[config.mk]
export PLATFORM = sky130hd
export DESIGN_NAME = ilv_stride_agen
export DESIGN_NICKNAME = d
export VERILOG_FILES = /design/src/rtl/ilv_pkg.sv /design/src/rtl/ilv_grp_size.sv /design/src/rtl/ilv_room_chk.sv /design/src/rtl/ilv_addr_unit.sv /design/src/rtl/ilv_stride_agen.sv
export SDC_FILE = /design/constraint.sdc
export NUM_CORES = 1
export LEC_CHECK = 0
export ABC_AREA = 0
export BUFFER_PORTS_ARGS = -buffer_cell sky130_fd_sc_hd__buf_2
export CAP_MARGIN = 40
export CORE_MARGIN = 2
export CORE_UTILIZATION = 61
export CTS_BUF_LIST = sky130_fd_sc_hd__clkbuf_16
export DETAILED_ROUTE_END_ITERATION = 10
export GPL_ROUTABILITY_DRIVEN = 0
export HOLD_SLACK_MARGIN = 0.08
export PLACE_DENSITY = 0.87
export SETUP_SLACK_MARGIN = 0.05
export SYNTH_ARGS = -nofsm -noshare
export SYNTH_HDL_FRONTEND = slang
export SYNTH_HIERARCHICAL = 1
export SYNTH_SLANG_ARGS = --single-unit
[constraint.sdc]
create_clock -name clk -period 11.45 [get_ports clk]
set_input_delay 0 -clock clk [delete_from_list [all_inputs] [get_ports clk]]
set_output_delay 0 -clock clk [all_outputs]
set_load 0.01 [all_outputs]
[src/rtl/ilv_pkg.sv]
package ilv_pkg;
   typedef enum logic {ST_IDLE, ST_RUN} ilv_state_e;
   localparam int QW_SHIFT = 4;
endpackage

[src/rtl/ilv_grp_size.sv]
module ilv_grp_size #(
   parameter int QWC_W = 16
) (
   input  logic [QWC_W-1:0] tsz,
   input  logic [QWC_W-1:0] rem,
   output logic [QWC_W-1:0] gsize
);
   always_comb begin
      if (tsz == '0 || tsz > rem) gsize = rem;
      else                        gsize = tsz;
   end
endmodule

[src/rtl/ilv_room_chk.sv]
module ilv_room_chk #(
   parameter int QWC_W  = 16,
   parameter int SLOT_W = 10
) (
   input  logic [SLOT_W-1:0] slot,
   input  logic [QWC_W-1:0]  gsize,
   output logic              over
);
   localparam int CW = ((QWC_W > SLOT_W + 1) ? QWC_W : SLOT_W + 1) + 1;
   localparam logic [CW-1:0] NSLOTS = CW'(1) << SLOT_W;
   logic [CW-1:0] room;
   assign room = NSLOTS - CW'(slot);
   assign over = CW'(gsize) > room;
endmodule

[src/rtl/ilv_addr_unit.sv]
module ilv_addr_unit #(
   parameter int AW    = 32,
   parameter int SAW   = 14,
   parameter int QWC_W = 16
) (
   input  logic             clk,
   input  logic             rst_n,
   input  logic             load,
   input  logic [AW-1:0]    madr_ld,
   input  logic [SAW-1:0]   sadr_ld,
   input  logic             step,
   input  logic             grp_end,
   input  logic [QWC_W-1:0] sqwc,
   output logic [AW-1:0]    madr,
   output logic [AW-1:0]    madr_nxt,
   output logic [SAW-1:0]   sadr
);
   import ilv_pkg::*;
   localparam logic [AW-1:0]  M_QW = AW'(1) << QW_SHIFT;
   localparam logic [SAW-1:0] S_QW = SAW'(1) << QW_SHIFT;

   logic [AW-1:0] skip;
   assign skip     = AW'(sqwc) << QW_SHIFT;
   assign madr_nxt = madr + M_QW + (grp_end ? skip : '0);

   always_ff @(posedge clk or negedge rst_n) begin
      if (!rst_n) begin
         madr <= '0;
         sadr <= '0;
      end else if (load) begin
         madr <= madr_ld;
         sadr <= sadr_ld;
      end else if (step) begin
         madr <= madr_nxt;
         sadr <= sadr + S_QW;
      end
   end
endmodule

[src/rtl/ilv_stride_agen.sv]
module ilv_stride_agen
   import ilv_pkg::*;
#(
   parameter int AW    = 32,
   parameter int SAW   = 14,
   parameter int QWC_W = 16
) (
   input  logic             clk,
   input  logic             rst_n,
   input  logic             start,
   input  logic             dir_to_mem,
   input  logic             stall_sel,
   input  logic [QWC_W-1:0] qwc_in,
   input  logic [QWC_W-1:0] tqwc_in,
   input  logic [QWC_W-1:0] sqwc_in,
   input  logic [AW-1:0]    madr_in,
   input  logic [SAW-1:0]   sadr_in,
   input  logic             beat_ready,
   output logic             beat_valid,
   output logic [AW-1:0]    mem_addr,
   output logic [SAW-1:0]   spad_addr,
   output logic             overrun_warn,
   output logic             busy,
   output logic             done,
   output logic [QWC_W-1:0] qwc_left,
   output logic             stall_wr,
   output logic [AW-1:0]    stall_addr
);
   localparam int SLOT_W = SAW - QW_SHIFT;

   generate
      if (SAW < QW_SHIFT + 1) begin : g_bad_saw
         $error("SAW must exceed the quadword shift");
      end
      if (QWC_W < 1 || QWC_W > 30) begin : g_bad_qwc
         $error("QWC_W out of range");
      end
      if (AW < QWC_W + QW_SHIFT + 1) begin : g_bad_aw
         $error("AW too narrow for the skip span");
      end
   endgenerate

   ilv_state_e       state_q;
   logic [QWC_W-1:0] rem_q, grp_q, tsz_q, sqwc_q;
   logic             first_q, rec_q, done_q, stall_wr_q;
   logic [AW-1:0]    stall_addr_q;

   logic             idle, accept, go, hs, grp_end, fin;
   logic [QWC_W-1:0] sz_t, sz_r, gsize;
   logic [AW-1:0]    madr, madr_nxt;
   logic [SAW-1:0]   sadr;
   logic             over;

   assign idle    = (state_q == ST_IDLE);
   assign accept  = start && idle;
   assign go      = accept && (qwc_in != '0);
   assign hs      = !idle && beat_ready;
   assign grp_end = (grp_q == QWC_W'(1));
   assign fin     = hs && (rem_q == QWC_W'(1));
   assign sz_t    = idle ? tqwc_in : tsz_q;
   assign sz_r    = idle ? qwc_in  : rem_q - QWC_W'(1);

   ilv_grp_size #(.QWC_W(QWC_W)) u_size (
      .tsz   (sz_t),
      .rem   (sz_r),
      .gsize (gsize)
   );

   ilv_room_chk #(.QWC_W(QWC_W), .SLOT_W(SLOT_W)) u_room (
      .slot  (sadr[SAW-1:QW_SHIFT]),
      .gsize (grp_q),
      .over  (over)
   );

   ilv_addr_unit #(.AW(AW), .SAW(SAW), .QWC_W(QWC_W)) u_addr (
      .clk      (clk),
      .rst_n    (rst_n),
      .load     (go),
      .madr_ld  (madr_in),
      .sadr_ld  (sadr_in),
      .step     (hs),
      .grp_end  (grp_end),
      .sqwc     (sqwc_q),
      .madr     (madr),
      .madr_nxt (madr_nxt),
      .sadr     (sadr)
   );

   always_ff @(posedge clk or negedge rst_n) begin
      if (!rst_n) begin
         state_q      <= ST_IDLE;
         rem_q        <= '0;
         grp_q        <= '0;
         tsz_q        <= '0;
         sqwc_q       <= '0;
         first_q      <= 1'b0;
         rec_q        <= 1'b0;
         done_q       <= 1'b0;
         stall_wr_q   <= 1'b0;
         stall_addr_q <= '0;
      end else begin
         done_q     <= 1'b0;
         stall_wr_q <= 1'b0;
         case (state_q)
            ST_IDLE: begin
               if (accept) begin
                  tsz_q  <= tqwc_in;
                  sqwc_q <= sqwc_in;
                  rec_q  <= dir_to_mem && stall_sel;
                  if (qwc_in == '0) begin
                     done_q <= 1'b1;
                     rem_q  <= '0;
                     if (dir_to_mem && stall_sel) begin
                        stall_wr_q   <= 1'b1;
                        stall_addr_q <= madr_in;
                     end
                  end else begin
                     state_q <= ST_RUN;
                     rem_q   <= qwc_in;
                     grp_q   <= gsize;
                     first_q <= 1'b1;
                  end
               end
            end
            default: begin
               if (hs) begin
                  rem_q   <= rem_q - QWC_W'(1);
                  first_q <= 1'b0;
                  if (grp_end) begin
                     grp_q   <= gsize;
                     first_q <= !fin;
                  end else begin
                     grp_q <= grp_q - QWC_W'(1);
                  end
                  if (fin) begin
                     state_q <= ST_IDLE;
                     done_q  <= 1'b1;
                     if (rec_q) begin
                        stall_wr_q   <= 1'b1;
                        stall_addr_q <= madr_nxt;
                     end
                  end
               end
            end
         endcase
      end
   end

   assign busy         = !idle;
   assign beat_valid   = !idle;
   assign mem_addr     = madr;
   assign spad_addr    = sadr;
   assign overrun_warn = !idle && first_q && over;
   assign done         = done_q;
   assign qwc_left     = rem_q;
   assign stall_wr     = stall_wr_q;
   assign stall_addr   = stall_addr_q;
endmodule

# After elaboration in Yosys (flattened, before gate mapping)

Index checks and enable logic that the tools add are counted.

Flip-flop bits (word level): 147
Input bits: 100
Output and inout port bits: 99

Add/subtract/negate cells: 6
Order comparisons: 2
Eq/ne operators: 6
Multiplexer cells: 46
Bitwise logic cells: 1
Reduce and logical (&&, ||, !) cells: 20

Operators by type and width:

| operator                                           | number |
|---|---|
| 2-to-1 mux 32 bit                                  | 9 |
| 2-to-1 mux 16 bit                                  | 12 |
| adder 32 bit                                       | 1 |
| adder 32 x 5 -> 32 bit, second input constant      | 1 |
| == test 16 x 1 -> 1 bit, second input constant     | 2 |
| zero test 16 bit                                   | 2 |
| subtractor 16 x 1 -> 16 bit, second input constant | 2 |
| 2-to-1 mux 14 bit                                  | 2 |
| 2-to-1 mux 1 bit                                   | 22 |
| 2-to-1 mux 20 bit                                  | 1 |
| greater-than comparator 16 x 17 -> 1 bit           | 1 |
| greater-than comparator 16 bit                     | 1 |
| nonzero test 16 bit                                | 1 |
| adder 14 x 5 -> 14 bit, second input constant      | 1 |
| subtractor 11 x 10 -> 12 bit, first input constant | 1 |
| nonzero test 2 bit                                 | 4 |
| logical AND 1 bit                                  | 7 |
| != test 2 x 1 -> 1 bit, second input constant      | 3 |
| AND reduction 6 bit                                | 1 |
| AND reduction 2 bit                                | 2 |
| AND reduction 3 bit                                | 1 |
| != test 2 bit, second input constant               | 1 |
| zero test 1 bit                                    | 1 |
| logical OR 1 bit                                   | 1 |
| NOT 1 bit                                          | 1 |

# Logic depth before layout (Yosys ltp)

Word-level depth: 8
Depth in mapped cells: 21

# By module

Netlist, hierarchy kept.

By module, submodules not included:

| module          | instances | cells each | area an instance (um^2) | seq. area each (um^2) |
|---|---|---|---|---|
| ilv_stride_agen | 1         | 599        | 5554.1                  | 2527.4 |
| ilv_addr_unit   | 1         | 432        | 3743.6                  | 1151.1 |
| ilv_grp_size    | 1         | 80         | 729.4                   | 0.0 |
| ilv_room_chk    | 1         | 55         | 435.4                   | 0.0 |

# Least setup slack after synthesis

No wires, ideal clock.

Kind: register to register
Start: reg rem_q[0], in the netlist qwc_left[0]
End: reg grp_q[15]
Arrival: 3.924 ns
Setup slack: 7.399 ns
Cell stages (with the launch flop): 18
Buffers on the path: 1
Period minus slack after synthesis: 4.051 ns
Cell sequence: dfrtp_1 inv_1 ha_1 or3b_2 clkbuf_1 nor4_4 nand2_1 xor2_1 a21oi_1 inv_1 ha_1 and4_4 a21oi_2 o211ai_2 o31ai_4 mux2_2 o22ai_1 o2bb2a_1

Cells in the longest elaborated chain, start to end: 8

Ends and longest elaborated chain:

| element                                     | RTL line                                       | RTL |
|---|---|---|
| start: declaration                          | ilv_stride_agen.sv:44                          | `logic [QWC_W-1:0] rem_q, grp_q, tsz_q, sqwc_q;` |
| start signal: assignment                    | ilv_stride_agen.sv:119                         | `rem_q <= qwc_in;` |
| start signal: assignment                    | ilv_stride_agen.sv:127                         | `rem_q <= rem_q - QWC_W'(1);` |
| subtractor 16 x 1 -> 16 bit *               | ilv_stride_agen.sv:61                          | `assign sz_r = idle ? qwc_in : rem_q - QWC_W'(1);` |
| 2-to-1 mux 16 bit *                         | ilv_stride_agen.sv:61                          |  |
| named net sz_r[14]                          | ilv_stride_agen.sv:49                          | `logic [QWC_W-1:0] sz_t, sz_r, gsize;` |
| greater-than comparator 16 bit *            | ilv_grp_size.sv:9                              | `if (tsz == '0 \|\| tsz > rem) gsize = rem;` |
| logical OR 1 bit *                          | ilv_grp_size.sv:9                              |  |
| 2-to-1 mux 16 bit *                         | ilv_grp_size.sv:9                              |  |
| named net gsize[15]                         | ilv_stride_agen.sv:49                          |  |
| 2-to-1 mux 16 bit, on equally long branches | ilv_stride_agen.sv:110, ilv_stride_agen.sv:129 |  |
| 2-to-1 mux 16 bit, on equally long branches | ilv_stride_agen.sv:106, ilv_stride_agen.sv:126 |  |
| 2-to-1 mux 16 bit *                         | ilv_stride_agen.sv:104                         | `case (state_q)` |
| end signal: assignment                      | ilv_stride_agen.sv:120                         | `grp_q <= gsize;` |
| end signal: assignment                      | ilv_stride_agen.sv:130                         | `grp_q <= gsize;` |
| end signal: assignment                      | ilv_stride_agen.sv:133                         | `grp_q <= grp_q - QWC_W'(1);` |
| end: declaration                            | ilv_stride_agen.sv:44                          |  |

The timed path passes the listed nets; every way through them passes the cells marked *. The select of a mux whose other input is x is not followed.
A chain may end at the register's enable or synchronous reset.

# Worst setup path after layout

Ends and elaborated chain as after synthesis.

==> results_dict.tcl <==
set metrics [dict create \
    status "completed" \
    holdWs_ns 0.108 \
    p_clk_frac 0.227 \
    syn_inst 1166 \
    synth-edff-count 0 \
    cp_cell_sequence "inv_1 > ha_1 > or3b_2 > nor4_4 > nand2_1 > xor2_1 > a21oi_1 > inv_1 > ha_1 > and4_4 > a21oi_2 > o211ai_2 > o31ai_4 > buf_6 > mux2_2 > o22ai_1 > o2bb2a_1" \
    setup_violations 0 \
    cts_tree "yes" \
    synth-adder-area-share 0.0796 \
    yosysMostFrequentCell "nand2_1" \
    clock.fmax_mhz 201 \
    cp-end-kind "flop" \
    antenna_found_initial 0 \
    synth_top_cell_by_area "dfrtp_1" \
    p_sw_frac 0.416 \
    grt_pass1_vias 9936 \
    crit_required_ns 11.76 \
    p_sw_mw 1.12 \
    worstPathArrival_ns 5.30 \
    grt_pass1_wl_microns 51600 \
    async_reset_ff_frac 1.00 \
    crit_type "reg2reg" \
    intPower_mw 1.57 \
    slowest_stage "o31ai_4" \
    fp-row-count 47 \
    die_area_sq_um 18200 \
    drc 0 \
    synth_top_family_by_area "simple AND/OR/NAND/NOR gates" \
    skew_ns 0.00973 \
    drtAntennaViolNets 0 \
    drv_slew 0 \
    final.setup.tns_ns 0 \
    max_slew_margin 0.421 \
    critPathBufInv 3 \
    synth_commonest_cells "nand2_1, dfrtp_1, ha_1" \
    finalPower_mw 2.69 \
    combPwrFrac 0.443 \
    ys.flop_type "dfrtp_1" \
    min_period_over_period 0.435 \
    syn_nets 1332 \
    grt_max_degree 80 \
    fp.dieW_microns 135 \
    start_util 0.626 \
    synth_area_leaders "dfrtp_1, ha_1, nand2_1" \
    syn_avg_cell_area_sq_um 8.97 \
    dpl_cell_area_sq_um 11500 \
    diodes 0 \
    critPathLaunchType "flop" \
    final_nets 1588 \
    first_iter_violations 972 \
    viasPerCell 6.25 \
    cts_sinks 147 \
    final-hold-violation-count 0 \
    cts_made_buffers 17 \
    wl_microns 32500 \
    drtPass1Iterations 8 \
    worstHoldPathType "in2reg" \
    final-instance-count-excl-fill 1655 \
    final_util 0.785 \
    cts.clk_slew.worst_paths_ns 0.06 \
    cts-resized-gates 0 \
    die_h_microns 135 \
    ys_ff_latch 147 \
    rsz0062_at_grt "false" \
    core_sq_um 16700 \
    tightest_slew_ns 0.866 \
    ctsHoldBuffers 94 \
    synth-simple-area-share 0.203 \
    crit_family "compound AO/OA/AOI/OAI gates" \
    vias 10300 \
    area_growth_pct 25.4 \
    power_density_nw_per_um2 205 \
    fin_area_sq_um 13100 \
    cts-root-buf "clkbuf_16" \
    setup_ws_ns 6.47 \
    maxCapViolations 0 \
    portBuffers 198 \
    ys_seq_area_frac 0.352 \
    synth-compound-area-share 0.153 \
    ios 199 \
    yosysWarnings 6 \
    clock_path_buffers 2 \
    htreeDepth 4 \
    dp_hpwl_microns 20400 \
    syn_area_sq_um 10500 \
    yosysTopAreaCellShare 0.352 \
    clock_latency_ns 0.43 \
    pre_cts_ws_ns 6.91 \
    grt_usage 0.361 \
    synthXorXnorAreaFrac 0.0511 \
    dp.cells 1528 \
    leakagePower_nw 6.56 \
    power_frac_seq 0.330 \
    layout-drive-gt1-share 0.238 \
    min_period_ns 4.98 \
    grt_remaining_overflow 0 \
    post_cts_buffers 0 \
    synthDistinctLibCells 83 \
    muxShareOfSynthArea 0.110 \
    avgRoutedWirePerCell_microns 19.7 \
    cpPeakStageDelay_ns 0.58 \
    vdd_drop_max_uv 130 \
    crit_fanout 9 \
]
==> placed cells by master (no fill, tap or decap), drive strengths merged, types with 4 or more instances in the layout <==
| cell type | n |
|---|---|
| o21ai | 88 |
| or3 | 9 |
| nand2 | 198 |
| o211ai | 5 |
| clkbuf | 18 |
| o2bb2ai | 6 |
| xor2 | 36 |
| mux2 | 48 |
| clkinv | 5 |
| or4 | 7 |
| nand3 | 24 |
| mux2i | 57 |
| bufinv | 4 |
| nor2 | 60 |
| inv | 55 |
| a21oi | 59 |
| nor2b | 17 |
| dlygate4sd3 | 94 |
| o21a | 4 |
| xnor2 | 25 |
| ha | 65 |
| and3 | 9 |
| o22ai | 8 |
| and4 | 5 |
| buf | 210 |
| nor3 | 20 |
| a211oi | 12 |
| nand2b | 5 |
| a22o | 6 |
| and2 | 22 |
| dfrtp | 147 |
| a21o | 14 |
| a31oi | 12 |
| nand4 | 21 |
| nor4 | 19 |
==> cell type report <==
cell class / instances / area (sq um)
multi-input combinational: 901 / 6280
sequential: 147 / 3680
fill: 1032 / 3580
timing repair buffer: 305 / 2060
clock buffer: 17 / 425
tap: 220 / 275
clock inverter: 15 / 203
inverter: 50 / 188
==> final timing paths <==
| path | slack [ns] | start | to | cells after the start |
|---|---|---|---|---|
| max in group asynchronous | 10.27 | rst_n | u_addr/sadr[11] | 4 |
| min | 0.11 | beat_ready | qwc_left[7] | 4 |
| min reg2reg | 0.47 | tsz_q[0] | tsz_q[0] | 2 |
| max | 6.47 | qwc_left[0] | grp_q[15] | 17 |
| min in group asynchronous | 0.14 | rst_n | sqwc_q[9] | 2 |
| max reg2reg | 6.47 | qwc_left[0] | grp_q[15] | 17 |
==> flip-flops by register name (all words and copies together) (netlist names) <==
signal,flops
done,1
tsz_q,16
stall_addr,32
rec_q,1
grp_q,16
qwc_left,16
u_addr/sadr,14
stall_wr,1
beat_valid,1
sqwc_q,16
u_addr/madr,32
first_q,1
==> cells by family (layout without fill, tap and decap cells) <==
group,count (synthesis),count (layout)
simple gates,428,428
flops,147,147
xor+xnor,61,61
buf+inv,118,387
mux,105,105
fa+ha+maj,66,66
compound gates,241,241
==> per-layer routing <==
layer	vias up	wire [microns]	track usage
li1	4647	-	-
met1	4840	12900	0.469
met5	-	0	0
met4	0	1640	0.189
met3	182	3040	0.0815
met2	668	15000	0.565
==> power by group through the flow <==
stage          registers, mW  logic [mW]  clock network (mW)
2_1_floorplan          0.856       0.773                   0
3_3_place_gp           0.873        1.05                   0
3_5_place_dp           0.880        1.09                   0
4_1_cts                0.875        1.15               0.613
5_1_grt                0.909        1.29               0.635
6_report               0.889        1.19               0.611
==> worst min-delay path, delay by kind of cell <==
kind | cells | cell delay [ns]
buffers and inverters | 1 | 0.17
AO/OA/AOI/OAI | 1 | 0.15
XOR/XNOR | 1 | 0.06
AND/OR/NAND/NOR | 1 | 0.10
No activity file was read; power rests on OpenSTA's default activity.
